==> config.mk <==
export PLATFORM = sky130hd
export DESIGN_NAME = inverter_guard
export DESIGN_NICKNAME = d
export VERILOG_FILES = /design/src/rtl/inverter_guard.sv
export SDC_FILE = /design/constraint.sdc
export NUM_CORES = 1
export LEC_CHECK = 0
export BUFFER_PORTS_ARGS = -buffer_cell sky130_fd_sc_hd__buf_4
export CORE_ASPECT_RATIO = 0.8
export CORE_UTILIZATION = 47
export CTS_BUF_LIST = sky130_fd_sc_hd__clkbuf_4 sky130_fd_sc_hd__clkbuf_8
export CTS_CLUSTER_DIAMETER = 50
export DETAILED_ROUTE_END_ITERATION = 12
export PLACE_DENSITY = 0.68
export SLEW_MARGIN = 20
export SYNTH_ARGS = -nofsm -noshare
export SYNTH_HDL_FRONTEND = slang
export SYNTH_SLANG_ARGS = --single-unit
==> constraint.sdc <==
create_clock -name clk -period 1.46 [get_ports clk]
set_input_delay 0.146 -clock clk [delete_from_list [all_inputs] [get_ports clk]]
set_output_delay 0.146 -clock clk [all_outputs]
set_load 0.01 [all_outputs]
==> src/rtl/inverter_guard.sv <==
module inverter_guard #(
  parameter int PHASES = 3
) (
  input  logic              clk,
  input  logic              rst_n,
  input  logic [PHASES-1:0] hi_cmd_n,
  input  logic [PHASES-1:0] lo_cmd_n,
  input  logic              brk_cmd_n,
  input  logic [2*PHASES-1:0] sc_flag,
  input  logic              ilim_flag,
  output logic [PHASES-1:0] hi_gate,
  output logic [PHASES-1:0] lo_gate,
  output logic              brk_gate,
  output logic              fault_n,
  output logic              warn_n
);
  localparam int SW = 2 * PHASES;
  localparam int RW = SW + 1 + SW + 1;
  localparam logic [RW-1:0] IDLE = {1'b0, {SW{1'b0}}, 1'b1, {SW{1'b1}}};

  logic [RW-1:0] raw, s1, s2;
  logic [SW-1:0] on, on_q, rise, sc_s, sc_now, sc_q, blk, gate;
  logic [PHASES-1:0] hi_on, lo_on, both, fall_u, fall_l;
  logic [PHASES-1:0] il_q, fu_q, fl_q, il_clr, il_keep;
  logic brk_on, ilim_s, warn_q;

  assign raw = {ilim_flag, sc_flag, brk_cmd_n, lo_cmd_n, hi_cmd_n};

  always_ff @(posedge clk or negedge rst_n)
    if (!rst_n) begin
      s1 <= IDLE;
      s2 <= IDLE;
    end else begin
      s1 <= raw;
      s2 <= s1;
    end

  assign on     = ~s2[SW-1:0];
  assign brk_on = ~s2[SW];
  assign sc_s   = s2[2*SW:SW+1];
  assign ilim_s = s2[RW-1];

  assign hi_on  = on[PHASES-1:0];
  assign lo_on  = on[SW-1:PHASES];
  assign rise   = on & ~on_q;
  assign fall_u = rise[PHASES-1:0];
  assign fall_l = rise[SW-1:PHASES];
  assign both   = hi_on & lo_on;

  assign il_clr  = il_q & ~both & ((fall_u & (fl_q | fall_l)) | (fall_l & (fu_q | fall_u)));
  assign il_keep = il_q & ~fall_u & ~fall_l;

  assign sc_now = sc_s & on;
  assign blk    = {both, both} | {il_q, il_q} | sc_q | sc_now;
  assign gate   = on & ~blk;

  assign hi_gate  = gate[PHASES-1:0];
  assign lo_gate  = gate[SW-1:PHASES];
  assign brk_gate = brk_on;
  assign fault_n  = ~(|il_q | |both | |sc_q | |sc_now);
  assign warn_n   = ~warn_q;

  always_ff @(posedge clk or negedge rst_n)
    if (!rst_n) begin
      on_q   <= '0;
      il_q   <= '0;
      fu_q   <= '0;
      fl_q   <= '0;
      sc_q   <= '0;
      warn_q <= 1'b0;
    end else begin
      on_q   <= on;
      il_q   <= both | (il_q & ~il_clr);
      fu_q   <= ~(both | il_clr) & il_q & (fu_q | fall_u);
      fl_q   <= ~(both | il_clr) & il_q & (fl_q | fall_l);
      sc_q   <= sc_now | (sc_q & ~rise);
      warn_q <= (ilim_s & |gate) | (warn_q & ~|rise);
    end

  AST_NO_SHOOT_THROUGH: assert property (@(posedge clk) disable iff (!rst_n)
    (hi_gate & lo_gate) == '0);

  AST_INTERLOCK_STICKY: assert property (@(posedge clk) disable iff (!rst_n)
    (il_keep != '0) |=> ((il_q & $past(il_keep)) == $past(il_keep)));

  AST_SHORT_FAULT: assert property (@(posedge clk) disable iff (!rst_n)
    (sc_q != '0) |-> !fault_n);

  AST_INTERLOCK_FAULT: assert property (@(posedge clk) disable iff (!rst_n)
    (il_q != '0) |-> !fault_n);

  AST_WARN_NEEDS_ON: assert property (@(posedge clk) disable iff (!rst_n)
    $fell(warn_n) |-> $past(|{hi_gate, lo_gate}));

endmodule

==> Word-level counts from Yosys, hierarchy flattened <==
Index checks and enable logic that the tools add are counted.
{ "op_classes": {"n_bitwise": 38, "n_reduce_logical": 7} }
{ "ops": {"columns": ["cell", "n"], "rows": [
  ["$and 3x3->3", 9],
  ["$and 6x6->6", 4],
  ["$not 6->6", 4],
  ["$or 6x6->6", 4],
  ["$reduce_or 6->1", 4],
  ["$or 3x3->3", 5],
  ["$not 3->3", 3],
  ["$reduce_or 3->1", 2],
  ["$or 1x1->1", 4],
  ["$not 1->1", 3],
  ["$and 1x1->1", 2],
  ["$logic_not 1->1", 1]
]} }
{ "word_totals": {"wordCells": 53, "ff_bits": 50, "output_inout_bits": 9, "input_bits": 16} }

==> Logic depth before layout (Yosys ltp) <==
{ "logic_depth": {"depth_word": 10, "ltp_mapped": 4, "depth_no_buf": 4} }

==> Worst setup path after synthesis <==
No wires, ideal clock.
{ "synth_path": {"path_kind": "flip-flop to flip-flop", "start": "register s2[3]", "end": "register warn_q", "arrival_time_ns": 1.344, "slack_ns": 0.034, "stages_incl_launch_ff": 5, "setup_time_ns": 0.082, "synth_period_minus_slack_ns": 1.426, "cell_sequence": "dfstp_2 nand2b_1 nor4_1 nor2_1 a31oi_1"} }
{ "synth_between": {"elab_chain_cells": 10, "elab_cells_between_ends": 15, "cone_classes": "bitwise: 12; reduce/logical: 3"} }
{ "synth_lines": {"columns": ["element", "line", "rtl"], "rows": [
  ["start: declaration", "21", "logic [RW-1:0] raw, s1, s2;"],
  ["start signal: assignment", "32", "s2 <= IDLE;"],
  ["start signal: assignment", "35", "s2 <= s1;"],
  ["$not 6->6", "38", "assign on = ~s2[SW-1:0];"],
  ["$and 3x3->3", "48", "assign both = hi_on & lo_on;"],
  ["$or 6x6->6 (3 in series)", "54", "assign blk = {both, both} | {il_q, il_q} | sc_q | sc_now;"],
  ["$not 6->6", "55", "assign gate = on & ~blk;"],
  ["$and 6x6->6", "55", null],
  ["via hi_gate[0]", "11", "output logic [PHASES-1:0] hi_gate,"],
  ["$reduce_or 6->1", "77", "warn_q <= (ilim_s & |gate) | (warn_q & ~|rise);"],
  ["$and 1x1->1", "77", null],
  ["$or 1x1->1", "77", null],
  ["end signal: assignment", "77", null],
  ["end: declaration", "25", "logic brk_on, ilim_s, warn_q;"]
]} }
The timed path passes the listed nets, and every way through them passes these cells.

==> Final worst setup path <==
{ "layout_path": {"start": "register s2[3]", "end": "output port fault_n"} }
{ "layout_between": {"elab_chain_cells": 7, "elab_cells_between_ends": 9, "cone_classes": "bitwise: 7; reduce/logical: 2"} }
{ "layout_lines": {"columns": ["element", "line", "rtl"], "rows": [
  ["$not 6->6 (*)", "38", null],
  ["via on[3]", "22", "logic [SW-1:0] on, on_q, rise, sc_s, sc_now, sc_q, blk, gate;"],
  ["$and 3x3->3", "48", null],
  ["$reduce_or 3->1", "60", "assign fault_n = ~(|il_q | |both | |sc_q | |sc_now);"],
  ["$or 1x1->1 (2 in series)", "60", null],
  ["$or 1x1->1 (*)", "60", null],
  ["$not 1->1 (*)", "60", null],
  ["end: declaration", "14", "output logic fault_n,"]
]} }
Mark *: on every way through the listed nets, which the timed path passes. The rest lies on a longest branch.

==> results_dict.tcl <==
set metrics [dict create \
    status "complete, but fails checks" \
    violations "negative setup slack" \
    cts_sinks 50 \
    switching_share 0.2455 \
    wirelength_mm 3.761 \
    drt_iter0_markers 98 \
    drive_gt1_frac 0.3990 \
    clk_pin_slew_ns 0.09 \
    cts_tree "built" \
    io_pins 25 \
    synthCells 140 \
    grt_max_degree 51 \
    worstMarginPinSlew_ns 0.5916 \
    drcViolationCount 0 \
    p_comb_frac 0.108 \
    htree_levels 2 \
    ys_warn_count 0 \
    antenna_found_initial 0 \
    rsz0062_at_grt "true" \
    rrSetupSlack_ns 0.03 \
    cp_data_required_time_ns 1.31 \
    seqPwrFrac 0.555 \
    start_kind "flip-flop" \
    portBuffers 24 \
    place_congestion 0.7871 \
    worstRegToRegCells 5 \
    grt_overflow_total 0 \
    dieWidth_um 70.33 \
    fin_crit_sh 1.200 \
    finalHoldViolCount 0 \
    crit_fanout 4 \
    die_y_um 56.66 \
    yosysUniqueCellTypes 23 \
    syn_nets 156 \
    root_buffer "clkbuf_8" \
    holdWs_ns 0.3538 \
    area_growth_pct 41.41 \
    nets 218 \
    rows 19 \
    period_minus_slack_ns 1.752 \
    max_slew_margin 0.6056 \
    core_region_area_sq_um 3495 \
    critPathLaunch "s2[3]" \
    max_freq_mhz 570.8 \
    r2r-end "warn_q" \
    diodes 0 \
    grt_pass1_wl_mm 5.430 \
    stdcell_count 245 \
    worstSetupEndpoint "fault_n" \
    pwr-share-clk 0.337 \
    crit_type "reg2out" \
    grt_pass1_vias 1227 \
    max_cap_violations 0 \
    initial_core_util 0.5023 \
    synth_flop_cell "dfrtp_1" \
    setup_viol 7 \
    dp_hpwl_mm 2.169 \
    switching_power_uw 705.4 \
    die_area_sq_um 3985 \
    hp-start "s1[9]" \
    wire_per_inst_um 15.35 \
    fin_worst_skew_ns 0.01334 \
    vdd_drop_max_mv 0.8121 \
    ys_seq_area_frac 0.7227 \
    min_path_type "reg2reg" \
    dp_cells 212 \
    crit_path_end_kind "output port" \
    r2r-start "il_q[2]" \
    worst_slack_ns -0.2920 \
    drtPass1Iterations 4 \
    arrival_ns 1.61 \
    ys_ff_latch 50 \
    internal-power_uw 2168 \
    powerDensity_nw_per_um2 1158 \
    vias 1290 \
    insertion_delay_ns 0.31 \
    syn_area_sq_um 1755 \
    clockBufferDepth 2 \
    cts_made_buffers 5 \
    final_antenna_net_count 0 \
    report.final.slew_viol_count 0 \
    vias_per_cell 5.265 \
    syn_avg_cell_area_sq_um 12.54 \
    fill_cells 232 \
    synth_edf_count 0 \
    track_usage 0.1837 \
    leakage_uw 0.001110 \
    async_reset_ff_frac 1.000 \
]
critical path: stages, from the launching register on:
cell and delay, ns:
dfstp_2 0.63, inv_1 0.09, nand2_1 0.10, nand3_1 0.12, nor3_2 0.22, buf_4 0.15
synth_stat cells, drive strengths merged (2+ instances only):
| cell | number | area (sq um) |
|---|---|---|
| a21oi | 7 | 35.03 |
| dfrtp | 36 | 900.9 |
| dfstp | 14 | 367.9 |
| inv | 12 | 45.04 |
| nand2 | 15 | 56.30 |
| nand2b | 3 | 18.77 |
| nand3 | 2 | 10.01 |
| nor2 | 16 | 70.07 |
| nor3 | 7 | 35.03 |
| nor4 | 6 | 52.55 |
| o21ai | 11 | 55.05 |
| o2bb2ai | 3 | 26.28 |
| or4 | 2 | 18.77 |
sequential cells by signal (all words and copies together), names as in the netlist:
register,flops
s2,14
sc_q,6
fl_q,3
warn_q,1
s1,14
il_q,3
on_q,6
fu_q,3
timing repair:
action | CTS | global route
pin swaps | 8 | 8
setup endpoints to repair | 7 | 8
hold endpoints to repair | 50 | 0
buffers inserted | 5 | 5
hold buffers | 15 | 0
gates resized for setup | 8 | 14
metal layers:
layer / wire length [um] / global-route usage / vias up
li1: - / - / 600
met3: 149 / 0.04847 / 13
met2: 1866 / 0.2898 / 37
met5: 0 / 0 / -
met1: 1626 / 0.2362 / 640
met4: 119 / 0.09143 / 0
worst min path at each step:
| stage | to | slack (ns) | cells past startpoint |
|---|---|---|---|
| global placement | il_q[0] | 0.18 | 1 |
| global route | s2[7] | 0.36 | 0 |
| finish | s2[9] | 0.35 | 0 |
| detailed placement | fl_q[0] | 0.19 | 1 |
| CTS | s2[9] | 0.36 | 0 |
| floorplan | fl_q[0] | -0.15 | 0 |
kinds of logic (layout without fill, tap and decap cells):
| kind of cell | count (synthesis) | after routing | synth area share |
|---|---|---|---|
| compound gates | 24 | 24 | 0.07912 |
| buf+inv | 12 | 75 | 0.02566 |
| flops | 50 | 50 | 0.7227 |
| simple gates | 53 | 53 | 0.1668 |
| mux | 1 | 1 | 0.005702 |
metrics by stage:
| step | setup TNS (ns) | setup WS, ns | instance area [sq um] | util | total power (uW) |
|---|---|---|---|---|---|
| 2_1_floorplan | 0 | 0.03368 | 1755 | - | 1696 |
| 3_3_place_gp | 0 | 0.05319 | 2033 | 0.5818 | 1816 |
| 3_5_place_dp | 0 | 0.02195 | 2033 | 0.5818 | 1830 |
| 4_1_cts | -1.117 | -0.2213 | 2367 | 0.6774 | 2835 |
| 5_1_grt | -1.532 | -0.3952 | 2482 | 0.7103 | 2994 |
| 6_report | -1.069 | -0.2920 | 2482 | 0.7103 | 2873 |
power by group through the flow:
stage          registers (uW)  clock network (uW)  logic [uW]
2_1_floorplan            1580                   0         114
6_report                 1590                 969         310
3_3_place_gp             1590                   0         223
4_1_cts                  1570                 981         279
5_1_grt                  1600                1050         344
3_5_place_dp             1600                   0         232
cells in the final DEF, fill, tap and decap left out, types with 3 or more instances in the layout:
| cell type | count |
|---|---|
| a21oi_1 | 7 |
| buf_4 | 37 |
| buf_6 | 3 |
| clkbuf_8 | 5 |
| dfrtp_1 | 35 |
| dfstp_2 | 14 |
| dlygate4sd3_1 | 15 |
| inv_1 | 11 |
| nand2_1 | 15 |
| nor2_1 | 12 |
| nor3_1 | 5 |
| nor4_4 | 4 |
| o21ai_0 | 11 |
| o2bb2ai_1 | 3 |
layout make-up:
class	count	area (sq um)	area share
well taps	42	52.55	0.02117
flip-flops and latches	50	1270	0.5116
inverters	12	47.55	0.01915
repair buffers	55	461.7	0.1860
clock buffers	5	68.82	0.02772
clock inverters	3	43.79	0.01764
multi-input cells	78	538.0	0.2167
No activity file was read; power rests on OpenSTA's default activity.
